**src/rtl/asram_pkg.sv**
```systemverilog
`timescale 1ns/1ps
package asram_pkg;

  typedef enum logic [1:0] {
    ST_IDLE = 2'd0,
    ST_RD   = 2'd1,
    ST_WR   = 2'd2,
    ST_REC  = 2'd3
  } asram_state_t;

  // Clock cycles needed to cover t_ns, never fewer than one.
  function automatic int unsigned cyc_of(input int unsigned t_ns,
                                         input int unsigned clk_ns);
    int unsigned c;
    c = (t_ns + clk_ns - 1) / clk_ns;
    return (c < 1) ? 1 : c;
  endfunction

  function automatic int unsigned umax(input int unsigned a,
                                       input int unsigned b);
    return (a > b) ? a : b;
  endfunction

endpackage

```
**src/rtl/asram_timer.sv**
```systemverilog
`timescale 1ns/1ps
// Loadable down-counter that marks the last cycle of a phase.
module asram_timer #(
  parameter int CNT_W = 4
) (
  input  logic             clk,
  input  logic             rst,
  input  logic             load,
  input  logic [CNT_W-1:0] load_val,
  output logic             zero
);
  logic [CNT_W-1:0] cnt;

  always_ff @(posedge clk) begin
    if (rst) begin
      cnt <= '0;
    end else if (load) begin
      cnt <= load_val;
    end else if (cnt != '0) begin
      cnt <= cnt - 1'b1;
    end
  end

  assign zero = (cnt == '0);
endmodule

```
**src/rtl/asram_lanes.sv**
```systemverilog
`timescale 1ns/1ps
// Maps byte enables to active-low lane selects.
module asram_lanes #(
  parameter int LANES = 2
) (
  input  logic [LANES-1:0] be,
  output logic [LANES-1:0] sel_n
);
  for (genvar i = 0; i < LANES; i++) begin : g_lane
    assign sel_n[i] = ~be[i];
  end
endmodule

```
**src/rtl/asram_rcap.sv**
```systemverilog
`timescale 1ns/1ps
// Read-data capture register, zeroing lanes that were not requested.
module asram_rcap #(
  parameter int DATA_W = 16,
  parameter int LANES  = DATA_W / 8
) (
  input  logic              clk,
  input  logic              rst,
  input  logic              capture,
  input  logic [LANES-1:0]  mask,
  input  logic [DATA_W-1:0] din,
  output logic [DATA_W-1:0] dout
);
  for (genvar i = 0; i < LANES; i++) begin : g_lane
    always_ff @(posedge clk) begin
      if (rst) begin
        dout[i*8 +: 8] <= 8'h00;
      end else if (capture) begin
        dout[i*8 +: 8] <= mask[i] ? din[i*8 +: 8] : 8'h00;
      end
    end
  end
endmodule

```
**src/rtl/asram_ctrl.sv**
```systemverilog
`timescale 1ns/1ps
module asram_ctrl
  import asram_pkg::*;
#(
  parameter int ADDR_W    = 19,
  parameter int DATA_W    = 16,
  parameter int CLK_NS    = 8,
  parameter int T_RC_NS   = 70,
  parameter int T_OE_NS   = 25,
  parameter int T_WP_NS   = 40,
  parameter int T_AW_NS   = 50,
  parameter int T_DW_NS   = 40,
  parameter int T_HZ_NS   = 20
) (
  input  logic              clk,
  input  logic              rst,
  input  logic              req_valid,
  output logic              req_ready,
  input  logic [ADDR_W-1:0] req_addr,
  input  logic              req_write,
  input  logic [DATA_W-1:0] req_wdata,
  input  logic [1:0]        req_be,
  output logic              rsp_valid,
  output logic [DATA_W-1:0] rsp_rdata,
  output logic [ADDR_W-1:0] sram_addr,
  output logic              sram_ce_n,
  output logic              sram_ce,
  output logic              sram_we_n,
  output logic              sram_oe_n,
  output logic              sram_ub_n,
  output logic              sram_lb_n,
  output logic [DATA_W-1:0] sram_dq_out,
  output logic              sram_dq_oe,
  input  logic [DATA_W-1:0] sram_dq_in
);
  localparam int LANES    = 2;
  localparam int RC_CYC   = int'(cyc_of(T_RC_NS, CLK_NS));
  localparam int OE_CYC   = int'(cyc_of(T_OE_NS, CLK_NS));
  localparam int WP_CYC   = int'(cyc_of(T_WP_NS, CLK_NS));
  localparam int AW_CYC   = int'(cyc_of(T_AW_NS, CLK_NS));
  localparam int DW_CYC   = int'(cyc_of(T_DW_NS, CLK_NS));
  localparam int HZ_CYC   = int'(cyc_of(T_HZ_NS, CLK_NS));
  localparam int RD_CYC   = int'(umax(RC_CYC, OE_CYC));
  localparam int W_CYC    = int'(umax(umax(WP_CYC, AW_CYC), DW_CYC));
  localparam int WREC_CYC = (RC_CYC > W_CYC) ? (RC_CYC - W_CYC) : 1;
  localparam int MAX_CYC  = int'(umax(umax(RD_CYC, W_CYC), umax(HZ_CYC, WREC_CYC)));
  localparam int CNT_W    = $clog2(MAX_CYC + 1);

  asram_state_t      state;
  logic              t_zero;
  logic              t_load;
  logic [CNT_W-1:0]  t_val;
  logic [LANES-1:0]  lane_sel_n;
  logic [LANES-1:0]  rd_mask;
  logic              accept;
  logic              rd_done;
  logic              wr_done;

  assign accept  = (state == ST_IDLE) && req_valid && req_ready;
  assign rd_done = (state == ST_RD) && t_zero;
  assign wr_done = (state == ST_WR) && t_zero;

  asram_lanes #(.LANES(LANES)) lanes_i (
    .be    (req_be),
    .sel_n (lane_sel_n)
  );

  // Phase length selection for the wait counter.
  always_comb begin
    t_load = accept || rd_done || wr_done;
    t_val  = '0;
    if (accept) begin
      t_val = req_write ? CNT_W'(W_CYC - 1) : CNT_W'(RD_CYC - 1);
    end else if (rd_done) begin
      t_val = CNT_W'(HZ_CYC - 1);
    end else if (wr_done) begin
      t_val = CNT_W'(WREC_CYC - 1);
    end
  end

  asram_timer #(.CNT_W(CNT_W)) timer_i (
    .clk      (clk),
    .rst      (rst),
    .load     (t_load),
    .load_val (t_val),
    .zero     (t_zero)
  );

  asram_rcap #(.DATA_W(DATA_W), .LANES(LANES)) rcap_i (
    .clk     (clk),
    .rst     (rst),
    .capture (rd_done),
    .mask    (rd_mask),
    .din     (sram_dq_in),
    .dout    (rsp_rdata)
  );

  always_ff @(posedge clk) begin
    if (rst) begin
      state       <= ST_IDLE;
      req_ready   <= 1'b1;
      rsp_valid   <= 1'b0;
      sram_addr   <= '0;
      sram_ce_n   <= 1'b1;
      sram_ce     <= 1'b0;
      sram_we_n   <= 1'b1;
      sram_oe_n   <= 1'b1;
      sram_ub_n   <= 1'b1;
      sram_lb_n   <= 1'b1;
      sram_dq_out <= '0;
      sram_dq_oe  <= 1'b0;
      rd_mask     <= '0;
    end else begin
      rsp_valid <= 1'b0;
      case (state)
        ST_IDLE: begin
          if (accept) begin
            req_ready <= 1'b0;
            sram_addr <= req_addr;
            sram_ce_n <= 1'b0;
            sram_ce   <= 1'b1;
            sram_ub_n <= lane_sel_n[1];
            sram_lb_n <= lane_sel_n[0];
            rd_mask   <= req_be;
            if (req_write) begin
              sram_we_n   <= 1'b0;
              sram_dq_out <= req_wdata;
              sram_dq_oe  <= 1'b1;
              state       <= ST_WR;
            end else begin
              sram_oe_n <= 1'b0;
              state     <= ST_RD;
            end
          end
        end
        ST_RD: begin
          if (t_zero) begin
            rsp_valid <= 1'b1;
            sram_oe_n <= 1'b1;
            sram_ce_n <= 1'b1;
            sram_ce   <= 1'b0;
            sram_ub_n <= 1'b1;
            sram_lb_n <= 1'b1;
            state     <= ST_REC;
          end
        end
        ST_WR: begin
          if (t_zero) begin
            sram_we_n  <= 1'b1;
            sram_dq_oe <= 1'b0;
            sram_ce_n  <= 1'b1;
            sram_ce    <= 1'b0;
            sram_ub_n  <= 1'b1;
            sram_lb_n  <= 1'b1;
            state      <= ST_REC;
          end
        end
        ST_REC: begin
          if (t_zero) begin
            req_ready <= 1'b1;
            state     <= ST_IDLE;
          end
        end
        default: state <= ST_IDLE;
      endcase
    end
  end
endmodule

```
**config.mk**
```make
export PLATFORM = sky130hd
export DESIGN_NAME = asram_ctrl
export DESIGN_NICKNAME = d
export VERILOG_FILES = /design/src/rtl/asram_pkg.sv /design/src/rtl/asram_timer.sv /design/src/rtl/asram_lanes.sv /design/src/rtl/asram_rcap.sv /design/src/rtl/asram_ctrl.sv
export SDC_FILE = /design/constraint.sdc
export NUM_CORES = 1
export LEC_CHECK = 0
export ABC_AREA = 1
export BUFFER_PORTS_ARGS = -buffer_cell sky130_fd_sc_hd__buf_2
export CAP_MARGIN = 10
export CORE_UTILIZATION = 48
export CTS_BUF_LIST = sky130_fd_sc_hd__clkbuf_16
export CTS_CLUSTER_SIZE = 10
export DETAILED_ROUTE_END_ITERATION = 6
export PLACE_DENSITY = 0.81
export SYNTH_ARGS = -nofsm -noshare
export SYNTH_HDL_FRONTEND = slang
export SYNTH_HIERARCHICAL = 1
export SYNTH_SLANG_ARGS = --single-unit
```
**constraint.sdc**
```tcl
create_clock -name clk -period 2.2 [get_ports clk]
set_input_delay 0.11 -clock clk [delete_from_list [all_inputs] [get_ports clk]]
set_output_delay 0.11 -clock clk [all_outputs]
set_load 0.1 [all_outputs]
```
==> summary.md <==
| Metric | Value |
|---|---|
| Share of layout cells above drive strength 1 | `0.356` |
| Max Cap Viol | `0` |
| H-tree depth | `3` |
| Count of final hold-check violations | `0` |
| Final Wtd Congestion | `approximately 0.85` |
| Root buf cell | `clkbuf_16` |
| Final min period | `1.98 ns` |
| Post-CTS Setup Bufs | `0` |
| Multi-input combinational cell area | `1230 um^2` |
| Antenna diodes | `0` |
| Finished Layout Cells | `547` |
| WHS Path Cells | `3` |
| Vias in the first global route | `2645` |
| IO Port Bufs | `about 120` |
| Worst slew pin tran | `approximately 0.5 ns` |
| Synth Flop Type | `dfxtp_1` |
| Final WL | `6940 um` |
| Antenna-violating nets left | `0` |
| Netlist cell types | `29` |
| Max Freq | `approximately 500 MHz` |
| Dpl cells | `531` |
| Synth top area cells | `dfxtp_1, nor2_1, o21ai_0` |
| Top Family by Delay on Critical Path | `simple AND/OR/NAND/NOR gates` |
| Pwr dens | `between 1500 and 2000 nW/um^2` |
| Synth Warn # | `6` |
| Setup TNS | `0 ns` |
| Core Rows | `27` |
| Clk sinks | `68` |
| Initial DRC Count | `142` |
| Worst VDD drop | `1.47 mV` |
| Final period utilization | `0.901` |
| Mux cell area share after synthesis | `0` |
| Synth Area in Adders | `0.0220` |
| Busiest layer in global routing | `met2` |
| Sequential area share after synthesis | `0.480` |
| Via density | `4.98` |
| Critical path depth | `9` |
| DR vias | `about 2.7k` |
| Kind of critical path | `flop to flop` |
| HP Class | `input pin to flop` |
| CP max FO | `13` |
| CP max-delay cell | `dfxtp_1` |
| Max transition margin | `0.672` |
| Die Ht | `about 79 um` |
| Leakage | `between 1.5 and 2 nW` |
| Routed wire length per instance | `12.7 um` |
| Core area | `5610 um^2` |
| Max clock buf depth | `2` |
| Initial antenna violation count | `0` |
| Worst Reg-to-Reg Cells | `9` |
| Met3 usage | `0.0540` |
| Post-CTS Hold Buffers | `0` |
| Global-route met2 utilization | `0.406` |
| Complex-gate fraction of the synthesized area | `0.145` |
| Pre-CTS setup slack | `0.249 ns` |
| Cell Area, Synth | `2840 um^2` |
| Xor/xnor share of the synthesized area | `0` |
| Ports | `approximately 120` |
| Startpoint Class | `flop` |
| CTS tree | `built` |
| Synth Register Bits | `68` |
| Sequential Area | `1360 um^2` |
| Critical path data arrival time | `approximately 2.2 ns` |
| First-pass GRT wire length | `11500 um` |
| DP Wirelength | `4890 um` |
| CP endpoint kind | `flop` |
| Drc violations | `0` |
| Overall power | `6.16 mW` |
| Slew Limit Fails | `0` |
| Syn_nets | `418` |
| Synth cell count leaders | `nor2_1, dfxtp_1, nand2_1` |
| Area leader, netlist | `dfxtp_1` |
| Fillers | `498` |
| Post-synth EDFFs | `0` |
| Area growth from synthesis to layout | `31.6%` |
| Final Setup Violations | `0` |
| Crit-path cells | `inv_1 > ha_1 > nand2_1 > nor2_1 > nand2_1 > inv_1 > buf_4 > nand3_1 > a21oi_2` |
| Required time of the critical path | `around 2.5 ns` |
| Largest family of logic cells by synthesized area | `simple AND/OR/NAND/NOR gates` |
| RSZ-0062 raised after global routing | `no` |
| CTS clock-pin slew for the worst setup and hold paths | `0.06 ns` |
| Chip Width | `between 70 and 80 um` |
| Status | `completed` |
| Largest net degree at the start of global routing | `36` |
| Die ar. | `6230 um^2` |
| Share of the synthesized area in the top cell type | `0.480` |
| Buf/Inv on CP | `3` |
| Setup ws final | `approximately 0.22 ns` |
| Initial core utilization | `0.506` |
| # resized after CTS | `0` |
| Post-synthesis average cell area | `7.97 um^2` |
| Final #Nets | `roughly 530` |
| Clk_skew | `0.00780 ns` |
| GRT Residual Overflow | `0` |
| Grt met1 use | `0.272` |
| Synth async-reset ratio | `0` |
| CTS Buf Count | `9` |
| Mapped Cells | `between 300 and 400` |
| Drt pass-1 iters | `5` |
| Most common cell in the synthesized netlist | `nor2_1` |
| Tot GR Track Use | `0.235` |
| Post-synthesis simple-gate area fraction | `0.267` |
| Clk_lat worst skew | `0.32 ns` |
| CP peak stage delay | `0.32 ns` |
| Reg-to-reg setup timing slack | `between 0.2 and 0.25 ns` |
[report_power, final]
part	internal (mW)	switching, mW	total [mW]
Combinational	0.540	2.38	2.92
Sequential	1.49	0.153	1.65
Clock	1.09	0.505	1.60
Total	3.13	3.04	6.16
[routing by layer]
layer | up-vias | part of all wire | wire length (um)
met5 | - | 0 | 0
met4 | 0 | 0.017 | 116
li1 | 1379 | - | -
met2 | 83 | 0.49 | 3410
met1 | 1253 | 0.43 | 2970
met3 | 10 | 0.063 | 435
[placed cells by master (no fill, tap or decap), types with 2 or more instances in the layout]
cell type	netlist	layout
nand2_2	12	12
nor2_8	2	2
o211ai_1	2	2
nand4_1	3	3
inv_2	3	3
nand3_1	29	29
ha_1	5	5
buf_4	1	6
buf_2	3	116
inv_1	18	19
nand2_1	39	39
dfxtp_1	68	67
a21oi_2	11	11
clkbuf_16	0	9
o21ai_0	34	34
o21ai_1	9	9
bufinv_16	0	3
nor2_1	80	80
clkinv_1	0	2
a21oi_1	14	14
[through the flow]
step / cell area [um^2] / utilization / hold slack, ns
finish: 3740 / 0.666 / 0.0104
global route: 3740 / 0.666 / 0.0135
CTS: 3740 / 0.666 / 0.00503
detailed placement: 3400 / 0.607 / 0.337
global placement: 3400 / 0.607 / 0.331
floorplan: 2840 / - / 0.172
[worst reg2reg max path, cell delays in order, from the launching register on]
cell and delay, ns:
dfxtp_1 0.32, inv_1 0.10, ha_1 0.26, nand2_1 0.10, nor2_1 0.25, nand2_1 0.17
inv_1 0.23, buf_4 0.24, nand3_1 0.11, a21oi_2 0.14
[worst paths after layout]
kind	from	endpoint
worst min register to register	sram_ce$_SDFFE_PP0P_	sram_ce$_SDFFE_PP0P_
worst min-delay path	req_wdata[13]	sram_dq_out[13]$_SDFFE_PP0P_
worst max-delay path	timer_i/cnt[0]$_SDFFE_PP0P_	rcap_i/dout[1]$_SDFFE_PP0P_
worst max register to register	timer_i/cnt[0]$_SDFFE_PP0P_	rcap_i/dout[1]$_SDFFE_PP0P_
[kinds of logic (layout without fill, tap and decap cells)]
family / count (synthesis) / after routing
and+or+nand+nor: 169 / 169
DFF: 68 / 68
AOI/OAI and AO/OA: 72 / 72
adders and majority gates: 5 / 5
buffers and inverters: 42 / 161
[state kept, by name (all words and copies together), names as in the netlist, 2 cells and up]
register / cells
timer_i/cnt: 4
rcap_i/dout: 16
sram_dq_out: 16
rd_mask: 2
sram_addr: 19
state: 2
[layout make-up]
cell class                      instances  share of cell area
Multi-Input combinational cell        246               0.330
Tap cell                               72              0.0241
Sequential cell                        68               0.365
Clock buffer                            9              0.0603
Clock inverter                          7              0.0285
Inverter                               23              0.0251
Timing Repair Buffer                  122               0.167
Power figures use the tool's default switching activity.
